**src/rtl/subch_router_pkg.sv**
```systemverilog
package subch_router_pkg;
  localparam int CLASS_W   = 16;
  localparam int NUM_PORTS = 3;

  localparam logic [CLASS_W-1:0] CLS_2D  = 16'h902D;
  localparam logic [CLASS_W-1:0] CLS_3D  = 16'hB197;
  localparam logic [CLASS_W-1:0] CLS_CMP = 16'hB1C0;

  typedef enum logic [2:0] {
    TGT_NONE   = 3'd0,
    TGT_2D     = 3'd1,
    TGT_3D     = 3'd2,
    TGT_CMP    = 3'd3,
    TGT_NOPORT = 3'd4
  } tgt_e;

  function automatic tgt_e class_to_tgt(input logic [CLASS_W-1:0] cls);
    case (cls)
      CLS_2D:  class_to_tgt = TGT_2D;
      CLS_3D:  class_to_tgt = TGT_3D;
      CLS_CMP: class_to_tgt = TGT_CMP;
      default: class_to_tgt = TGT_NOPORT;
    endcase
  endfunction
endpackage

```
**src/rtl/subch_bind_table.sv**
```systemverilog
module subch_bind_table
  import subch_router_pkg::*;
#(
  parameter int NUM_SUBCH = 8,
  localparam int SW = $clog2(NUM_SUBCH)
) (
  input  logic          clk,
  input  logic          rst_n,
  input  logic          wr_en,
  input  logic [SW-1:0] wr_idx,
  input  tgt_e          wr_tgt,
  input  logic [SW-1:0] rd_idx,
  output tgt_e          rd_tgt
);
  tgt_e entry_q [NUM_SUBCH];

  for (genvar g = 0; g < NUM_SUBCH; g++) begin : g_entry
    always_ff @(posedge clk) begin
      if (!rst_n) entry_q[g] <= TGT_NONE;
      else if (wr_en && wr_idx == SW'(g)) entry_q[g] <= wr_tgt;
    end
  end

  assign rd_tgt = entry_q[rd_idx];
endmodule

```
**src/rtl/subch_decode.sv**
```systemverilog
module subch_decode
  import subch_router_pkg::*;
#(
  parameter int METHOD_W  = 13,
  parameter int BUF_LIMIT = 'h100
) (
  input  logic [METHOD_W-1:0]  method,
  input  tgt_e                 tgt,
  output logic                 is_bind,
  output logic                 is_buf,
  output logic                 is_eng,
  output logic [NUM_PORTS-1:0] port_sel
);
  always_comb begin
    is_bind  = (method == '0);
    is_buf   = !is_bind && (method < METHOD_W'(BUF_LIMIT));
    is_eng   = !is_bind && !is_buf;
    port_sel = '0;
    if (is_eng) begin
      case (tgt)
        TGT_2D:  port_sel[0] = 1'b1;
        TGT_3D:  port_sel[1] = 1'b1;
        TGT_CMP: port_sel[2] = 1'b1;
        default: port_sel = '0;
      endcase
    end
  end
endmodule

```
**src/rtl/subch_status.sv**
```systemverilog
module subch_status #(
  parameter int NUM_ERR = 4
) (
  input  logic               clk,
  input  logic               rst_n,
  input  logic [NUM_ERR-1:0] set,
  output logic [NUM_ERR-1:0] flags
);
  for (genvar g = 0; g < NUM_ERR; g++) begin : g_flag
    always_ff @(posedge clk) begin
      if (!rst_n) flags[g] <= 1'b0;
      else if (set[g]) flags[g] <= 1'b1;
    end
  end
endmodule

```
**src/rtl/subch_router.sv**
```systemverilog
module subch_router
  import subch_router_pkg::*;
#(
  parameter int NUM_SUBCH = 8,
  parameter int METHOD_W  = 13,
  parameter int DATA_W    = 32,
  parameter int BUF_LIMIT = 'h100,
  localparam int SW = $clog2(NUM_SUBCH)
) (
  input  logic                 clk,
  input  logic                 rst_n,
  input  logic                 in_valid,
  output logic                 in_ready,
  input  logic [METHOD_W-1:0]  in_method,
  input  logic [SW-1:0]        in_subch,
  input  logic [DATA_W-1:0]    in_value,
  output logic [NUM_PORTS-1:0] eng_valid,
  input  logic [NUM_PORTS-1:0] eng_ready,
  output logic [METHOD_W-1:0]  eng_method,
  output logic [DATA_W-1:0]    eng_value,
  output logic                 err_rebind,
  output logic                 err_unbound,
  output logic                 err_class,
  output logic                 err_bufm
);
  localparam int NUM_ERR = 4;

  tgt_e                 cur_tgt;
  logic                 is_bind, is_buf, is_eng, accept, bind_we;
  logic [NUM_PORTS-1:0] port_sel;
  logic [NUM_ERR-1:0]   err_set, err_flags;

  subch_bind_table #(.NUM_SUBCH(NUM_SUBCH)) u_table (
    .clk    (clk),
    .rst_n  (rst_n),
    .wr_en  (bind_we),
    .wr_idx (in_subch),
    .wr_tgt (class_to_tgt(in_value[CLASS_W-1:0])),
    .rd_idx (in_subch),
    .rd_tgt (cur_tgt)
  );

  subch_decode #(.METHOD_W(METHOD_W), .BUF_LIMIT(BUF_LIMIT)) u_dec (
    .method   (in_method),
    .tgt      (cur_tgt),
    .is_bind  (is_bind),
    .is_buf   (is_buf),
    .is_eng   (is_eng),
    .port_sel (port_sel)
  );

  assign eng_valid  = {NUM_PORTS{in_valid}} & port_sel;
  assign eng_method = in_method;
  assign eng_value  = in_value;
  assign in_ready   = (|port_sel) ? |(port_sel & eng_ready) : 1'b1;
  assign accept     = in_valid && in_ready;
  assign bind_we    = accept && is_bind && (cur_tgt == TGT_NONE);

  assign err_set[0] = accept && is_bind && (cur_tgt != TGT_NONE);
  assign err_set[1] = accept && is_eng  && (cur_tgt == TGT_NONE);
  assign err_set[2] = accept && is_eng  && (cur_tgt == TGT_NOPORT);
  assign err_set[3] = accept && is_buf;

  subch_status #(.NUM_ERR(NUM_ERR)) u_status (
    .clk   (clk),
    .rst_n (rst_n),
    .set   (err_set),
    .flags (err_flags)
  );

  assign err_rebind  = err_flags[0];
  assign err_unbound = err_flags[1];
  assign err_class   = err_flags[2];
  assign err_bufm    = err_flags[3];
endmodule

```
**config.mk**
```make
export PLATFORM = sky130hd
export DESIGN_NAME = subch_router
export DESIGN_NICKNAME = d
export VERILOG_FILES = /design/src/rtl/subch_router_pkg.sv /design/src/rtl/subch_bind_table.sv /design/src/rtl/subch_decode.sv /design/src/rtl/subch_status.sv /design/src/rtl/subch_router.sv
export SDC_FILE = /design/constraint.sdc
export NUM_CORES = 1
export LEC_CHECK = 0
export ABC_AREA = 1
export CAP_MARGIN = 15
export CORE_MARGIN = 5
export CORE_UTILIZATION = 40
export DETAILED_ROUTE_END_ITERATION = 16
export PLACE_DENSITY = 0.81
export SYNTH_ARGS = -nofsm -noshare
export SYNTH_HDL_FRONTEND = slang
export SYNTH_SLANG_ARGS = --single-unit
```
**constraint.sdc**
```tcl
create_clock -name clk -period 5.3 [get_ports clk]
set_input_delay 1.325 -clock clk [delete_from_list [all_inputs] [get_ports clk]]
set_output_delay 1.325 -clock clk [all_outputs]
set_load 0.01 [all_outputs]
```
==> impl_metrics.yaml <==
global_routing:
  globalRouteOverflowTotal: 0
  grt_usage: 0.139
  use_met1: 0.152
  grt_pass1_vias: 1764
  met2_usage: 0.262
  grt_pass1_wl_mm: 7.33
  antenna_found_initial: 0
  grt_use_met3: 0.0384
  grt-busiest-layer: "met2"
  grt_start_max_net_pins: 18
timing:
  drv_slew: 0
  period_share: 0.909
  period_minus_slack_ps: 4820
  fin_skew_ps: 6.34
  hold_viol: 0
  hold_slack_ps: 453
  max_freq_mhz: 208
  worst_slew_pin_slew_ps: 651
  setup_ws_ps: 482
  final.setup.tns_ps: 0
  setup_viol: 0
  rsz0062_at_grt: "false"
  maxSlewHeadroom: 0.564
cts:
  ctsResizeCount: 0
  htree_levels: 1
  cts_tree: "yes"
  root_buffer: "clkbuf_8"
  cts_inserted_buffers: 3
  hold_buffers: 0
  postCtsSetupRepairBufs: 0
  clock_path_buffers: 2
  clk_latency_ps: 270
  clk_pin_slew_ps: 90
  cts.sinks: 28
final_layout:
  drive_gt1_frac: 0.0762
  nFillCells: 473
  area_growth_pct: 24.5
  final_cell_mix: "81 x nand2_1, 74 x clkdlybuf4s50_1, 44 x nor2_1"
  final_common_cell: "nand2_1"
  insertedDiodeCount: 0
  stdcell_area_sq_um: 2550
  num-nets-final: 357
hold_path:
  hp-class: "flop to flop"
  holdPathStages: 2
  holdPathEnd: "u_status.flags[3]$_SDFFE_PN0P_"
  hold_start: "u_status.flags[3]$_SDFFE_PN0P_"
synthesis:
  ys_types: 26
  synth_edf_count: 24
  synth_area_sq_um: 2050
  yosysWarnings: 0
  synth.avg_cell_area_sq_um: 7.43
  ys.flop_type: "edfxtp_1"
  seq_area_frac_synth: 0.391
  synthCells: 276
  syn-num-nets: 330
  synthArstFlopShare: 0
  synth-seq-cells: 28
pwr:
  power.total_mw: 0.495
  p_int_mw: 0.374
  comb_power_share: 0.240
  p_leak_nw: 1.01
  switching_power_mw: 0.121
  swShare: 0.245
  p_per_area_nw_per_um2: 194
  ir_drop_v: 0.0000850
  clockPowerShare: 0.259
  pwr-share-seq: 0.501
placed_design:
  dp_worst_setup_slack_ps: 490
  placed_area_sq_um: 2500
  io_buffer_count: 74
  dp_hpwl_mm: 3.65
  gp_congestion: 0.808
floorplanning:
  dieArea_sq_um: 6660
  initial_core_util: 0.406
  die_height_microns: 81.6
  fp.dieW_microns: 81.6
  ios: 107
  row_count: 26
  core_sq_um: 5040
worst_setup_path:
  r2r_start: "u_table.entry_q[3][0]$_SDFFCE_PN0P_"
  crit_path_end_kind: "output pin"
  r2r_cells: 13
  r2r_slack_ps: 3220
  path_class: "input port to output pin"
  critPathLaunchType: "input port"
  path_buf_inv: 3
  crit_path_max_fanout: 12
  r2r_end: "u_table.entry_q[4][0]$_SDFFCE_PN0P_"
  crit_path_max_incr_delay_ps: 680
  crit_path_frequent_cell: "nand2_1"
  crit_slowest_cell: "clkdlybuf4s50_1"
  cp.required_ps: 3970
  cp.arrival_ps: 3490
  path_cells: "clkdlybuf4s50_1 > clkinv_1 > nand2_1 > nand3_1 > nand2_1 > nand2_2 > nor2_4 > nand2_1 > nor2_1 > nand2_2 > clkdlybuf4s50_1"
  critPathTopFamily: "buffers and inverters"
route:
  via_per_inst: 4.71
  detail_route.wl_per_cell_microns: 12.2
  drc: 0
  antenna_left: 0
  route.vias.total: 1752
  drtPass1Iterations: 4
  drt_iter0_drc: 81
  totalWireLength_mm: 4.53
run_status:
  status: "finished clean"
flow_run:
  maxCapViolCount: 0
-- how the worst max path moves through the flow --
| stage | slack (ps) | cells past startpoint | endpoint | startpoint |
|---|---|---|---|---|
| finish | 480 | 11 | in_ready | in_subch[1] |
| floorplan | 1750 | 13 | in_ready | in_subch[0] |
| global route | 270 | 10 | eng_valid[0] | in_subch[1] |
| CTS | 480 | 11 | in_ready | in_subch[1] |
| detailed placement | 490 | 11 | in_ready | in_subch[1] |
| global placement | 540 | 11 | in_ready | in_subch[1] |
-- stage by stage --
stage	util	cells
after CTS	0.506	372
after global placement	0.495	368
final	0.506	372
after global routing	0.506	372
after detailed placement	0.495	368
after floorplan	-	276
-- flip-flops by register name, indices dropped and copies added (netlist names) --
name             flops
u_table.entry_q     24
u_status.flags       4
-- synth_stat cells (2+ instances only) --
cell,count,area [sq um]
a21oi_1,6,30.0
buf_1,2,7.51
buf_2,2,10.0
buf_4,46,345
buf_6,2,22.5
dfxtp_1,4,80.1
edfxtp_1,24,721
inv_1,14,52.6
inv_2,5,18.8
nand2_1,81,304
nand2_2,5,31.3
nand3_1,18,90.1
nand3_2,4,40.0
nand4_1,2,12.5
nor2_1,44,165
nor2_4,2,22.5
nor3_1,3,15.0
nor4_1,4,25.0
-- logic make-up after synthesis --
group / share of synthesized area
flip-flops: 0.391
AND/OR/NAND/NOR: 0.361
AO/OA/AOI/OAI: 0.0220
buffers and inverters: 0.226
-- layer usage --
| metal | up-vias | part of all wire | wire length [microns] |
|---|---|---|---|
| met3 | 4 | 0.12 | 535 |
| met5 | - | 0 | 0 |
| met1 | 773 | 0.39 | 1770 |
| met4 | 0 | 0.0053 | 24 |
| met2 | 86 | 0.48 | 2190 |
| li1 | 889 | - | - |
-- tightest hold or removal path, cell delays in order (launching register included) --
cell and delay, ps:
dfxtp_1 320, inv_1 40, a21oi_1 50
-- power groups by stage --
stage / Clock [mW] / Combinational, mW / Sequential (mW)
finish: 0.128 / 0.119 / 0.248
global route: 0.139 / 0.131 / 0.248
CTS: 0.127 / 0.120 / 0.248
detailed placement: 0 / 0.120 / 0.253
global placement: 0 / 0.118 / 0.252
floorplan: 0 / 0.0791 / 0.253
-- cell type report --
| cell class | instances | area, sq um | area share |
|---|---|---|---|
| timing repair buffer | 75 | 748 | 0.293 |
| inverter | 20 | 75.1 | 0.0294 |
| sequential | 28 | 801 | 0.314 |
| clock buffer | 4 | 55.1 | 0.0216 |
| tap | 70 | 87.6 | 0.0343 |
| multi-input combinational | 175 | 785 | 0.308 |
Note: power is estimated with default switching activity, not from simulation.
